===== config.mk =====
export PLATFORM = sky130hd
export DESIGN_NAME = hub_root_ports
export DESIGN_NICKNAME = d
export VERILOG_FILES = /design/src/rtl/hub_regs_pkg.sv /design/src/rtl/hub_port_slot.sv /design/src/rtl/hub_global_status.sv /design/src/rtl/hub_root_ports.sv
export SDC_FILE = /design/constraint.sdc
export NUM_CORES = 1
export LEC_CHECK = 0
export BUFFER_PORTS_ARGS = -buffer_cell sky130_fd_sc_hd__clkbuf_2
export CORE_UTILIZATION = 39
export CTS_CLUSTER_SIZE = 10
export DETAILED_ROUTE_END_ITERATION = 7
export MAX_ROUTING_LAYER = met4
export PLACE_DENSITY = 0.62
export SYNTH_ARGS = -nofsm -noshare
export SYNTH_HDL_FRONTEND = slang
export SYNTH_SLANG_ARGS = --single-unit
export TNS_END_PERCENT = 5

===== constraint.sdc =====
create_clock -name clk -period 5.6 [get_ports clk]
set_input_delay 0.84 -clock clk [delete_from_list [all_inputs] [get_ports clk]]
set_output_delay 0.84 -clock clk [all_outputs]
set_load 0.05 [all_outputs]

===== src/rtl/hub_regs_pkg.sv =====
package hub_regs_pkg;

  localparam int B_CONN     = 0;
  localparam int B_ENA      = 1;
  localparam int B_SUSP     = 2;
  localparam int B_RST      = 4;
  localparam int B_PWR      = 8;
  localparam int B_LOWSPD   = 9;
  localparam int B_CONN_CHG = 16;
  localparam int B_ENA_CHG  = 17;
  localparam int B_RST_CHG  = 20;

  localparam logic [31:0] CHG_MASK = 32'h001F_0000;

  localparam int HB_PWR_OFF  = 0;
  localparam int HB_WAKE_SET = 15;
  localparam int HB_PWR_ON   = 16;
  localparam int HB_OVC_CLR  = 17;
  localparam int HB_WAKE_CLR = 31;

  localparam int HUB_BYTE_OFS  = 'h50;
  localparam int PORT_BYTE_OFS = 'h54;

  typedef struct packed {
    logic [31:0] val;
    logic        fire;
  } port_upd_t;

  // Set a command bit only when connected; otherwise flag a connect change.
  function automatic logic [31:0] set_if_conn(logic [31:0] cur, int pos);
    logic [31:0] v;
    v = cur;
    if (cur[B_CONN]) v[pos] = 1'b1;
    else             v[B_CONN_CHG] = 1'b1;
    return v;
  endfunction

  // Apply a software command word to one port status word.
  function automatic port_upd_t port_apply_write(logic [31:0] cur, logic [31:0] wd);
    port_upd_t r;
    logic [31:0] v;
    v = cur & ~(wd & CHG_MASK);
    if (wd[B_CONN]) v[B_ENA] = 1'b0;
    if (wd[B_ENA])  v = set_if_conn(v, B_ENA);
    if (wd[B_SUSP]) v = set_if_conn(v, B_SUSP);
    r.fire = wd[B_RST] && v[B_CONN];
    if (wd[B_RST])  v = set_if_conn(v, B_RST);
    if (r.fire) begin
      v[B_RST]     = 1'b0;
      v[B_ENA]     = 1'b1;
      v[B_RST_CHG] = 1'b1;
    end
    if (wd[B_LOWSPD])   v[B_PWR] = 1'b0;
    else if (wd[B_PWR]) v[B_PWR] = 1'b1;
    r.val = v;
    return r;
  endfunction

  // Apply attach / detach indications; attach takes precedence.
  function automatic logic [31:0] port_apply_event(logic [31:0] cur, logic att,
                                                   logic det, logic ls);
    logic [31:0] v;
    v = cur;
    if (att) begin
      v[B_CONN]     = 1'b1;
      v[B_CONN_CHG] = 1'b1;
      v[B_LOWSPD]   = ls;
    end else if (det) begin
      if (v[B_CONN]) begin
        v[B_CONN]     = 1'b0;
        v[B_CONN_CHG] = 1'b1;
      end
      if (v[B_ENA]) begin
        v[B_ENA]     = 1'b0;
        v[B_ENA_CHG] = 1'b1;
      end
    end
    return v;
  endfunction

endpackage


===== src/rtl/hub_port_slot.sv =====
module hub_port_slot
  import hub_regs_pkg::*;
(
  input  logic        clk,
  input  logic        rst_n,
  input  logic        wr_sel,
  input  logic [31:0] wr_data,
  input  logic        pwr_all_off,
  input  logic        pwr_all_on,
  input  logic        attach,
  input  logic        detach,
  input  logic        lowspeed,
  output logic [31:0] status,
  output logic        reset_fire,
  output logic        changed
);

  port_upd_t   upd;
  logic [31:0] nxt;

  always_comb begin
    upd        = port_apply_write(status, wr_data);
    nxt        = status;
    reset_fire = 1'b0;
    if (wr_sel) begin
      nxt        = upd.val;
      reset_fire = upd.fire;
    end
    if (pwr_all_off)     nxt[B_PWR] = 1'b0;
    else if (pwr_all_on) nxt[B_PWR] = 1'b1;
    nxt = port_apply_event(nxt, attach, detach, lowspeed);
  end

  assign changed = (nxt != status);

  always_ff @(posedge clk) begin
    if (!rst_n) status <= '0;
    else        status <= nxt;
  end

endmodule


===== src/rtl/hub_global_status.sv =====
module hub_global_status
  import hub_regs_pkg::*;
(
  input  logic        clk,
  input  logic        rst_n,
  input  logic        wr_sel,
  input  logic [31:0] wr_data,
  input  logic        ovc_evt,
  output logic        wake_en,
  output logic        ovc_chg,
  output logic        pwr_all_off,
  output logic        pwr_all_on,
  output logic        changed
);

  logic wake_nxt, ovc_nxt;

  always_comb begin
    wake_nxt = wake_en;
    ovc_nxt  = ovc_chg;
    if (wr_sel) begin
      if (wr_data[HB_WAKE_CLR])      wake_nxt = 1'b0;
      else if (wr_data[HB_WAKE_SET]) wake_nxt = 1'b1;
      if (wr_data[HB_OVC_CLR])       ovc_nxt  = 1'b0;
    end
    if (ovc_evt) ovc_nxt = 1'b1;
  end

  assign pwr_all_off = wr_sel && wr_data[HB_PWR_OFF];
  assign pwr_all_on  = wr_sel && wr_data[HB_PWR_ON] && !wr_data[HB_PWR_OFF];
  assign changed     = (wake_nxt != wake_en) || (ovc_nxt != ovc_chg);

  always_ff @(posedge clk) begin
    if (!rst_n) begin
      wake_en <= 1'b0;
      ovc_chg <= 1'b0;
    end else begin
      wake_en <= wake_nxt;
      ovc_chg <= ovc_nxt;
    end
  end

endmodule


===== src/rtl/hub_root_ports.sv =====
module hub_root_ports
  import hub_regs_pkg::*;
#(
  parameter int N_PORTS = 4,
  parameter int ADDR_W  = 8
) (
  input  logic               clk,
  input  logic               rst_n,
  input  logic [ADDR_W-1:0]  reg_addr,
  input  logic               reg_wr,
  input  logic [31:0]        reg_wdata,
  output logic [31:0]        reg_rdata,
  input  logic [N_PORTS-1:0] dev_attach,
  input  logic [N_PORTS-1:0] dev_detach,
  input  logic [N_PORTS-1:0] dev_lowspeed,
  input  logic               hc_suspended,
  input  logic               hub_ovc_evt,
  output logic [N_PORTS-1:0] dev_reset,
  output logic               rh_change,
  output logic               resume_detect
);

  localparam int WORD_W    = ADDR_W - 2;
  localparam int HUB_WORD  = HUB_BYTE_OFS / 4;
  localparam int PORT_WORD = PORT_BYTE_OFS / 4;

  logic [WORD_W-1:0]     word_idx;
  logic                  aligned;
  logic                  hub_sel;
  logic [N_PORTS-1:0]    port_sel;
  logic [N_PORTS-1:0]    port_fire;
  logic [N_PORTS-1:0]    port_changed;
  logic [N_PORTS*32-1:0] port_flat;
  logic [1:0]            hub_bits;
  logic                  hub_changed, pwr_off, pwr_on;
  logic                  wake_en, ovc_chg;

  assign word_idx = reg_addr[ADDR_W-1:2];
  assign aligned  = (reg_addr[1:0] == 2'b00);
  assign hub_sel  = aligned && (word_idx == WORD_W'(HUB_WORD));

  hub_global_status u_glob (
    .clk        (clk),
    .rst_n      (rst_n),
    .wr_sel     (reg_wr && hub_sel),
    .wr_data    (reg_wdata),
    .ovc_evt    (hub_ovc_evt),
    .wake_en    (wake_en),
    .ovc_chg    (ovc_chg),
    .pwr_all_off(pwr_off),
    .pwr_all_on (pwr_on),
    .changed    (hub_changed)
  );
  assign hub_bits = {ovc_chg, wake_en};

  for (genvar i = 0; i < N_PORTS; i++) begin : g_port
    assign port_sel[i] = aligned && (word_idx == WORD_W'(PORT_WORD + i));
    hub_port_slot u_slot (
      .clk        (clk),
      .rst_n      (rst_n),
      .wr_sel     (reg_wr && port_sel[i]),
      .wr_data    (reg_wdata),
      .pwr_all_off(pwr_off),
      .pwr_all_on (pwr_on),
      .attach     (dev_attach[i]),
      .detach     (dev_detach[i]),
      .lowspeed   (dev_lowspeed[i]),
      .status     (port_flat[i*32 +: 32]),
      .reset_fire (port_fire[i]),
      .changed    (port_changed[i])
    );
  end

  always_comb begin
    reg_rdata = '0;
    if (hub_sel) begin
      reg_rdata[HB_OVC_CLR]  = ovc_chg;
      reg_rdata[HB_WAKE_SET] = wake_en;
    end
    for (int i = 0; i < N_PORTS; i++)
      if (port_sel[i]) reg_rdata = port_flat[i*32 +: 32];
  end

  always_ff @(posedge clk) begin
    if (!rst_n) begin
      dev_reset     <= '0;
      rh_change     <= 1'b0;
      resume_detect <= 1'b0;
    end else begin
      dev_reset     <= port_fire;
      rh_change     <= (|port_changed) || hub_changed;
      resume_detect <= (|dev_attach) && hc_suspended;
    end
  end

endmodule


==> results by group, run 1 <==
Placed design
  – Area post-placement: 3510 um^2
  – DP HPWL: 7350 um
  – Gp weighted congestion: 0.918
  – Buffers on Ports: 55
  – Placement Setup Slack: 1.89 ns
  – Placed cell count: 575

Pwr
  – VDD IR max: 0.108 mV
  – Static Leak: 1.45 nW
  – Tot Pwr: 0.786 mW
  – Pwr per Cell Area: 216 nW/um^2

Synth
  – Yosys top cell area share: 31.5%
  – Distinct cell type count after synthesis: 62
  – Register area share after synthesis: 31.5%
  – EDFF count, synth: 0
  – Top_reg_cell synth: dfxtp_1
  – Warnings from Yosys: 0
  – Synth Register Bits: 52
  – Top post-synthesis cells by area: dfxtp_1 (31%), a21oi_1 (7.9%), nand2_1 (6.8%)
  – Mean post-synth cell area: 7.40 um^2
  – Mapped Area: 3310 um^2
  – Ys async rst share: 0%
  – Largest area contributor in the netlist: dfxtp_1
  – Cell count after synthesis: 447

GRT
  – Vias in the first global route: 3180
  – Global-route wire length before repair: 16600 um
  – Total grt overflow: 0
  – Largest net degree at the start of global routing: 28
  – Initial antenna violation count: 0
  – GRT Util Overall: 25.1%

Clock tree
  – Setup Buffers After CTS: 0
  – Clk Latency, worst-skew pair: 0.31 ns
  – H-Tree Depth: 2
  – CTS Buf Count: 5
  – CTS resizes: 0
  – Bufs on Longest Clock Path: 2
  – Clock transition at path regs: 0.09 ns
  – CTS tree: built
  – Clk root buf: clkbuf_8
  – Clock sinks: 52
  – Hold-fix buffers, CTS: 0

Drt
  – Iteration-0 DRC Markers: 319
  – Via density: 5.96
  – Antenna viol nets, final: 0
  – Routed len/inst: 17.5 um
  – Via count: 3475
  – DRT Wirelength: 10200 um
  – Number of remaining DRC errors: 0
  – First-pass detailed-route iteration total: 5

Job
  – MaxCap Viol Count: 0

Critical path
  – CP Cell Sequence: clkbuf_2 > nand4bb_1 > nor2_1 > nand2_1 > nand4_1 > clkbuf_2
  – Startpoint types: primary input
  – Kind of critical path: primary input to output pin
  – CP max stage cell: nor2_1
  – Crit end category: output pin
  – Crit path top cell by count: clkbuf_2
  – Max Fanout on Critical Path: 12
  – Worst Path Required: 4.76 ns
  – FF-to-FF setup slack: 3.18 ns
  – Crit path largest cell delay: 0.87 ns
  – Arrival time at the worst endpoint: 2.91 ns

Finish
  – Final core utilization: 44.2%
  – Nets: 534
  – Multi-input logic area: 2020 um^2
  – Fillers: 888
  – Register Area: 1040 um^2
  – Post-route non-filler standard cell count: 583
  – Final instance area: 3630 um^2
  – Commonest non-fill, non-tap cell in the layout: nand2_1
  – Area Overhead vs Synth: 9.72%
  – Diodes inserted: 0
  – Most frequent cells in the layout: nand2_1 (60), clkbuf_2 (55), nor2_1 (52), a21oi_1 (52), dfxtp_1 (52)
  – Fraction of layout cells with a size suffix above 1: 15.5%

Floorplan
  – Row Count: 33
  – Starting Density: 40.3%
  – Die Area: 8860 um^2
  – Die span in y: 94.1 um
  – Core Box Area: 8220 um^2
  – # IOs: 95
  – Die W: 94.1 um

STA
  – Final slew viol count: 0
  – Clock Skew: 0.00340 ns
  – Worst-Margin Slew: 1.06 ns
  – # setup viols final: 0
  – Rel. slew slack: 29.4%
  – F_max: 267 MHz
  – Fin. Hold Viols: 0
  – Crit path time final: 3.75 ns
  – Final worst slack: 1.85 ns
  – RSZ-0062 raised after global routing: false
  – Worst hold margin: 0.455 ns
  – Setup_tns: 0 ns
  – Final Cycle Share: 66.9%

Worst hold path
  – Hold/Removal Path Class: flip-flop to flip-flop

Status
  – Outcome: complete, no violations
[state kept, by name (all words and copies together), names as in the netlist]
name                  flops
resume_detect             1
u_glob.wake_en            1
u_glob.ovc_chg            1
rh_change                 1
dev_reset                 4
g_port.u_slot.status     44
[layout make-up]
cell class / instances / area share [%]
timing repair buffer: 57 / 7.99
inverter: 7 / 0.724
clock inverter: 2 / 1.07
multi-input combinational: 354 / 55.7
clock buffer: 6 / 2.27
tap: 105 / 3.62
sequential: 52 / 28.7
[metal layers]
metal	vias to the layer above	global-route usage [%]	part of all wire, %	routed length [um]
met5	-	-	0	0
met4	0	7.31	2.1	212
met3	23	5.50	8.4	860
met2	163	38.0	44	4520
met1	1644	33.3	45	4620
li1	1645	-	-	-
[power breakdown]
| part | total [mW] | leakage, nW | switching, mW | internal (mW) |
|---|---|---|---|---|
| registers | 0.388 | 0.423 | 0.0115 | 0.377 |
| clock network | 0.276 | 0.0614 | 0.129 | 0.146 |
| logic | 0.122 | 0.963 | 0.0890 | 0.0327 |
[final timing paths]
check | startpoint | endpoint | cells after the start
worst max-delay path | reg_addr[5] | reg_rdata[0] | 6
worst min-delay path | g_port[0].u_slot.status[18] | g_port[0].u_slot.status[18] | 2
worst max register to register | g_port[2].u_slot.status[0] | rh_change | 6
worst min register to register | g_port[0].u_slot.status[18] | g_port[0].u_slot.status[18] | 2
[logic make-up after synthesis]
logic type / Yosys count / synth area share (%)
flip-flops: 52 / 31.5
AO/OA/AOI/OAI: 134 / 26.8
other: 1 / 0.113
AND/OR/NAND/NOR: 185 / 27.5
multiplexers: 11 / 3.40
buffers and inverters: 60 / 9.64
XOR/XNOR: 4 / 1.06
[synthesized netlist by cell type, drive strengths merged (5+ instances only)]
cell type   n
nand2      61
nand3      18
and3       10
a31oi       5
nand2b      7
nand4       5
a222oi      9
clkbuf     25
o31ai       6
o21a        9
a21oi      52
buf        28
mux2i       9
and2        6
nor2       52
o21ai      16
inv         6
a211oi      5
dfxtp      52
[critical path, delay by kind of cell]
family | cells | cell delay [ns]
and+or+nand+nor | 4 | 1.69
buffers and inverters | 2 | 0.38
No activity file was read; power rests on OpenSTA's default activity.
==> inputs of run 2 (changes only) <==
ABC_AREA = 1   (was unset)
PLACE_DENSITY = 0.64   (was 0.62)
clock period = 3.4 ns   (was 5.6 ns; I/O delays follow)
==> run 2 against run 1 <==
Net effect: synthesized cell count up 26%; sequential cell count unchanged; core utilization up 0.37 points; non-clock buffer count up 1; clock power up 40%; sequential share of layout area down 1.8 points; largest cell class unchanged; global-route usage up 0.93 points; critical path depth up 2; wire length up 7.9%; via count up 8.5%; highest routed layer unchanged.
==> results by group, run 2 <==
Synth
  – Yosys top cell area share: 30.1% (-1.4 points)
  – Top-count cell post-synth: nand2_1
  – Register area share after synthesis: 30.1% (-1.4 points)
  – Warnings from Yosys: 0 (unchanged)
  – Synth top cells by count: nand2_1 (133), inv_1 (83), nor2_1 (77)
  – EDFF count, synth: 0 (unchanged)
  – Distinct cell type count after synthesis: 34 (-45%)
  – Largest area contributor in the netlist: dfxtp_1
  – Top post-synthesis cells by area: dfxtp_1 (30%), nand2_1 (14%), inv_1 (9.0%)
  – Mean post-synth cell area: 6.14 um^2 (-17%)
  – Mapped Area: 3460 um^2 (+4.7%)
  – Cell count after synthesis: 564 (+26%)
  – Synth Register Bits: 52 (unchanged)
  – Top_reg_cell synth: dfxtp_1
  – Ys async rst share: 0% (unchanged)

Drt
  – DRT Wirelength: 11000 um (+7.9%)
  – Routed len/inst: 15.2 um (-13%)
  – First-pass detailed-route iteration total: 8 (+3)
  – Via density: 5.19 (-13%)
  – Via count: 3772 (+8.5%)
  – Iteration-0 DRC Markers: 294 (-7.8%)
  – Antenna viol nets, final: 0 (unchanged)
  – Number of remaining DRC errors: 0 (unchanged)

Floorplan
  – Row Count: 34 (+3.0%)
  – Die W: 96.2 um (+2.3%)
  – Starting Density: 39.9% (-0.37 points)
  – Die span in y: 96.2 um (+2.3%)
  – # IOs: 95 (unchanged)
  – Core Box Area: 8680 um^2 (+5.6%)
  – Die Area: 9260 um^2 (+4.6%)

STA
  – F_max: 379 MHz
  – Worst hold margin: 0.419 ns (-0.0352 ns)
  – # setup viols final: 0 (unchanged)
  – Clock Skew: 0.0110 ns (+0.00762 ns)
  – Rel. slew slack: 41.7% (+12 points)
  – Fin. Hold Viols: 0 (unchanged)
  – Worst-Margin Slew: 0.874 ns (-0.181 ns)
  – RSZ-0062 raised after global routing: false
  – Crit path time final: 2.64 ns
  – Final slew viol count: 0 (unchanged)
  – Final Cycle Share: 77.6%
  – Final worst slack: 0.762 ns (-1.09 ns)
  – Setup_tns: 0 ns (unchanged)

Critical path
  – Worst Path Required: 2.89 ns (-1.87 ns)
  – CP Cell Sequence: clkbuf_2 > nor2_1 > nand2_1 > inv_2 > nand2_1 > nor2_1 > or4_1 > clkbuf_2
  – R2R depth: 13 (+7)
  – Max Fanout on Critical Path: 7 (-5)
  – CP max stage cell: or4_1
  – Kind of critical path: primary input to output pin
  – Arrival time at the worst endpoint: 2.13 ns (-0.78 ns)
  – Crit path largest cell delay: 0.54 ns (-0.33 ns)
  – CP bufs+invs: 3 (+1)
  – Crit end category: output pin
  – Worst setup path start: reg_addr[3]
  – Startpoint types: primary input
  – Critical path depth: 8 (+2)
  – CP delay by family, top: simple AND/OR/NAND/NOR gates
  – Reg2reg start: g_port[2].u_slot.status[0]

Pwr
  – Sequential Power Share: 51.4% (+2.0 points)
  – Internal power: 0.838 mW (+51%)
  – Combinational Power Share: 17.3% (+1.8 points)
  – Clock share of power: 31.4% (-3.7 points)
  – VDD IR max: 0.150 mV (+39%)
  – Static Leak: 1.88 nW (+30%)
  – Pwr per Cell Area: 319 nW/um^2 (+47%)
  – Tot Pwr: 1.23 mW (+57%)
  – Sw Pwr: 0.395 mW (+72%)
  – Sw frac: 32.0% (+2.8 points)

Worst hold path
  – Hold/Removal Path Class: primary input to flip-flop
  – Min-delay src: hc_suspended
  – Hold depth: 3 (+1)

Clock tree
  – CTS Buf Count: 5 (unchanged)
  – Hold-fix buffers, CTS: 0 (unchanged)
  – H-Tree Depth: 2 (unchanged)
  – CTS tree: built
  – Setup Buffers After CTS: 0 (unchanged)
  – Clock transition at path regs: 0.09 ns (about the same)
  – Clk root buf: clkbuf_8
  – Bufs on Longest Clock Path: 2 (unchanged)
  – CTS resizes: 0 (unchanged)
  – Clock sinks: 52 (unchanged)
  – Clk Latency, worst-skew pair: 0.32 ns (about the same)

GRT
  – Largest net degree at the start of global routing: 25 (-11%)
  – Vias in the first global route: 3496 (+9.9%)
  – Global-route wire length before repair: 17500 um (+5.7%)
  – Total grt overflow: 0 (unchanged)
  – Initial antenna violation count: 0 (unchanged)
  – GRT Util Overall: 26.0% (+0.93 points)

Finish
  – Largest reg by FF count: g_port.u_slot.status
  – Commonest non-fill, non-tap cell in the layout: nand2_1
  – Fraction of layout cells with a size suffix above 1: 15.2% (-0.30 points)
  – Final core utilization: 44.6% (+0.37 points)
  – Area Overhead vs Synth: 11.7%
  – Max reg flops: 44 (unchanged)
  – Nets: 675 (+26%)
  – Most frequent cells in the layout: nand2_1 (133), inv_1 (83), nor2_1 (77), clkbuf_2 (55), dfxtp_1 (52)
  – Post-route non-filler standard cell count: 727 (+25%)
  – Diodes inserted: 0 (unchanged)
  – Final instance area: 3870 um^2 (+6.5%)
  – Regs by FF count: g_port.u_slot.status (44), dev_reset (4)

Placed design
  – Area post-placement: 3770 um^2 (+7.5%)
  – Buffers on Ports: 55 (unchanged)
  – Placement Setup Slack: 0.746 ns (-1.15 ns)
  – Gp weighted congestion: 0.921 (+0.24%)
  – Placed cell count: 719 (+25%)
  – DP HPWL: 8510 um (+16%)

Job
  – MaxCap Viol Count: 0 (unchanged)

Status
  – Outcome: complete, no violations
-- run 2: cell types whose count changed in the layout (fill, tap and decap cells not counted), sizes merged, moves of 7 or more --
cell    delta
a222oi     -9
a21oi     -14
and3      -10
nand3     +38
nand4     +20
nand2b     -7
nand2     +80
mux2i      -9
inv       +80
o21a       -9
nor2      +37
-- run 2: cell type report --
cell class	count	area, um^2
Fill cell	952	4810
Multi-Input combinational cell	415	1980
Sequential cell	52	1040
Inverter	86	323
Timing Repair Buffer	58	298
Tap cell	108	135
Clock buffer	7	86.3
Clock inverter	1	7.51
-- run 2: kinds of logic after synthesis --
group                     after synthesis  synth area share (%)
xor gates and xnor gates                1                 0.253
buffers and inverters                 116                  14.9
and+or+nand+nor                       320                  42.9
AOI/OAI and AO/OA                      74                  11.7
DFF                                    52                  30.1
other                                   1                 0.108
-- run 2: metal layers --
metal	GRT usage (%)	up-vias	share of wire [%]
li1	-	1886	-
met1	33.5	1693	45
met2	41.8	171	45
met3	4.27	22	7.8
met4	7.21	0	2.1
met5	-	-	0
-- run 2: worst paths after layout --
| path | to | slack (ns) |
|---|---|---|
| setup / recovery | reg_rdata[0] | 0.76 |
| hold / removal | resume_detect | 0.42 |
| hold reg to reg | g_port[0].u_slot.status[18] | 0.46 |
| setup reg to reg | rh_change | 1.44 |
-- run 2: power groups by stage --
stage          registers (mW)  logic, mW  clock network, mW
2_1_floorplan           0.648      0.161                  0
3_3_place_gp            0.647      0.207                  0
3_5_place_dp            0.647      0.209                  0
4_1_cts                 0.633      0.210              0.395
5_1_grt                 0.635      0.234              0.417
6_report                0.633      0.213              0.387
-- run 2: worst min-delay path: cells and delay by family --
kind	cells	cell delay (ns)
AO/OA/AOI/OAI	1	0.04
buffers and inverters	1	0.08
AND/OR/NAND/NOR	1	0.06
==> inputs of run 3 (changes only) <==
ABC_AREA = 0   (was 1)
clock period = 2.29 ns   (was 3.4 ns; I/O delays follow)
==> run 3 against run 2 <==
Net effect: combinational power rose by 81%; sequential power up 49%; clock skew shrank 0.0059 ns; global-route usage is 3.1 points higher; non-clock buffer count increased by 79; wire length is 9.1% higher; register-to-register slack lost 1.3 ns; die area shrank 4.4%; hold slack worse by 0.18 ns; core utilization rose by 9.5 points; cell count fell by 8.9%; highest routed layer unchanged.
==> results by group, run 3 (same netlist as run 1, synthesis figures left out) <==
Status
  – Outcome: complete, no violations

Drt
  – Routed len/inst: 18.2 um (+20%)
  – First-pass detailed-route iteration total: 5 (-3)
  – Via density: 5.88 (+13%)
  – Number of remaining DRC errors: 0 (unchanged)
  – DRT Wirelength: 12000 um (+9.1%)
  – Iteration-0 DRC Markers: 397 (+35%)
  – Antenna viol nets, final: 0 (unchanged)
  – Via count: 3895 (+3.3%)

GRT
  – Vias in the first global route: 3738 (+6.9%)
  – Global-route wire length before repair: 19200 um (+9.4%)
  – Initial antenna violation count: 0 (unchanged)
  – Total grt overflow: 0 (unchanged)
  – GRT Util Overall: 29.0% (+3.1 points)
  – Largest net degree at the start of global routing: 22 (-12%)

Floorplan
  – Die W: 94.1 um (-2.2%)
  – # IOs: 95 (unchanged)
  – Starting Density: 40.3% (+0.37 points)
  – Core Box Area: 8220 um^2 (-5.3%)
  – Row Count: 33 (-2.9%)
  – Die Area: 8860 um^2 (-4.4%)
  – Die span in y: 94.1 um (-2.2%)

Clock tree
  – Bufs on Longest Clock Path: 2 (unchanged)
  – CTS tree: built
  – Hold-fix buffers, CTS: 0 (unchanged)
  – CTS Buf Count: 5 (unchanged)
  – H-Tree Depth: 2 (unchanged)
  – Setup Buffers After CTS: 0 (unchanged)
  – Clk root buf: clkbuf_8
  – Clk Latency, worst-skew pair: 0.31 ns (about the same)
  – Clock transition at path regs: 0.10 ns (about the same)
  – Clock sinks: 52 (unchanged)

STA
  – Worst hold margin: 0.242 ns (-0.178 ns)
  – # setup viols final: 0 (unchanged)
  – Crit path time final: 2.24 ns
  – Setup_tns: 0 ns (unchanged)
  – F_max: 446 MHz
  – Worst-Margin Slew: 0.839 ns (-0.0351 ns)
  – Final worst slack: 0.0490 ns (-0.713 ns)
  – Fin. Hold Viols: 0 (unchanged)
  – Rel. slew slack: 43.6% (+1.9 points)
  – RSZ-0062 raised after global routing: true
  – Final slew viol count: 0 (unchanged)
  – Clock Skew: 0.00509 ns (-0.00593 ns)
  – Final Cycle Share: 97.9%

Finish
  – Regs by FF count: g_port.u_slot.status (44), dev_reset (4)
  – Final core utilization: 54.0% (+9.5 points)
  – Fraction of layout cells with a size suffix above 1: 30.2% (+15 points)
  – Max reg flops: 44 (unchanged)
  – Nets: 614 (-9.0%)
  – Largest reg by FF count: g_port.u_slot.status
  – Final instance area: 4440 um^2 (+15%)
  – Commonest non-fill, non-tap cell in the layout: buf_4
  – Area Overhead vs Synth: 34.1%
  – Diodes inserted: 0 (unchanged)
  – Post-route non-filler standard cell count: 662 (-8.9%)
  – Most frequent cells in the layout: buf_4 (82), nand2_1 (60), nor2_1 (51), dfxtp_1 (50), a21oi_1 (45)

Critical path
  – Startpoint types: primary input
  – Worst Path Required: 1.95 ns (-0.94 ns)
  – Kind of critical path: primary input to output pin
  – Max Fanout on Critical Path: 10 (+3)
  – Arrival time at the worst endpoint: 1.90 ns (-0.23 ns)
  – Crit end category: output pin

Pwr
  – Tot Pwr: 2.08 mW (+69%)
  – VDD IR max: 0.260 mV (+74%)
  – Pwr per Cell Area: 469 nW/um^2 (+47%)
  – Static Leak: 1.89 nW (+0.48%)

Placed design
  – DP HPWL: 9300 um (+9.4%)
  – Buffers on Ports: 55 (unchanged)
  – Area post-placement: 4250 um^2 (+13%)
  – Placed cell count: 655 (-8.9%)
  – Gp weighted congestion: 1.05 (+14%)
  – Placement Setup Slack: -0.252 ns (-0.999 ns)

Worst hold path
  – Hold/Removal Path Class: primary input to flip-flop

Job
  – MaxCap Viol Count: 0 (unchanged)
==> run 3: changes by cell type in the layout (fill, tap and decap cells not counted), moves of 10 or more <==
cell,delta
and3_1,+10
buf_4,+79
clkbuf_2,-12
inv_1,-77
nand2_1,-73
nand3_1,-33
nand4_1,-20
nor2_1,-26
==> run 3: area by class of cell <==
| type | count | area [um^2] |
|---|---|---|
| Sequential cell | 52 | 1040 |
| Fill cell | 816 | 3780 |
| Clock inverter | 2 | 60.1 |
| Clock buffer | 5 | 68.8 |
| Inverter | 7 | 26.3 |
| Timing Repair Buffer | 137 | 1000 |
| Tap cell | 105 | 131 |
| Multi-Input combinational cell | 354 | 2110 |
==> run 3: path summary, 6_finish.rpt <==
path,startpoint,endpoint,slack (ns),cells past startpoint
setup / recovery,reg_addr[3],reg_rdata[16],0.05,8
setup reg to reg,g_port[2].u_slot.status[0],rh_change,0.09,7
hold / removal,reg_wdata[31],u_glob.wake_en,0.24,2
hold reg to reg,g_port[0].u_slot.status[4],g_port[0].u_slot.status[4],0.45,2
==> run 3: power breakdown <==
part | internal [mW] | switching, mW
Combinational | 0.136 | 0.249
Sequential | 0.922 | 0.0232
Clock | 0.431 | 0.321
Total | 1.49 | 0.593
==> run 3: layer usage <==
metal / up-vias / GRT usage [%] / wire [um]
met5: - / - / 0
met4: 0 / 11.5 / 397
met3: 39 / 3.32 / 897
met2: 221 / 47.1 / 5660
met1: 1827 / 36.7 / 5080
li1: 1808 / - / -
==> run 3: repair_timing <==
action	CTS	global route
resized for setup	6	13
pin swaps	0	1
setup endpoints to repair	12	10
gates cloned	0	0
hold endpoints to repair	0	0
==> run 3: critical path, stage by stage <==
cell,delay [ns]
clkbuf_2,0.12
nor4_2,0.45
buf_4,0.24
and2_1,0.25
buf_4,0.16
nand2_1,0.07
nand2_1,0.12
buf_12,0.14
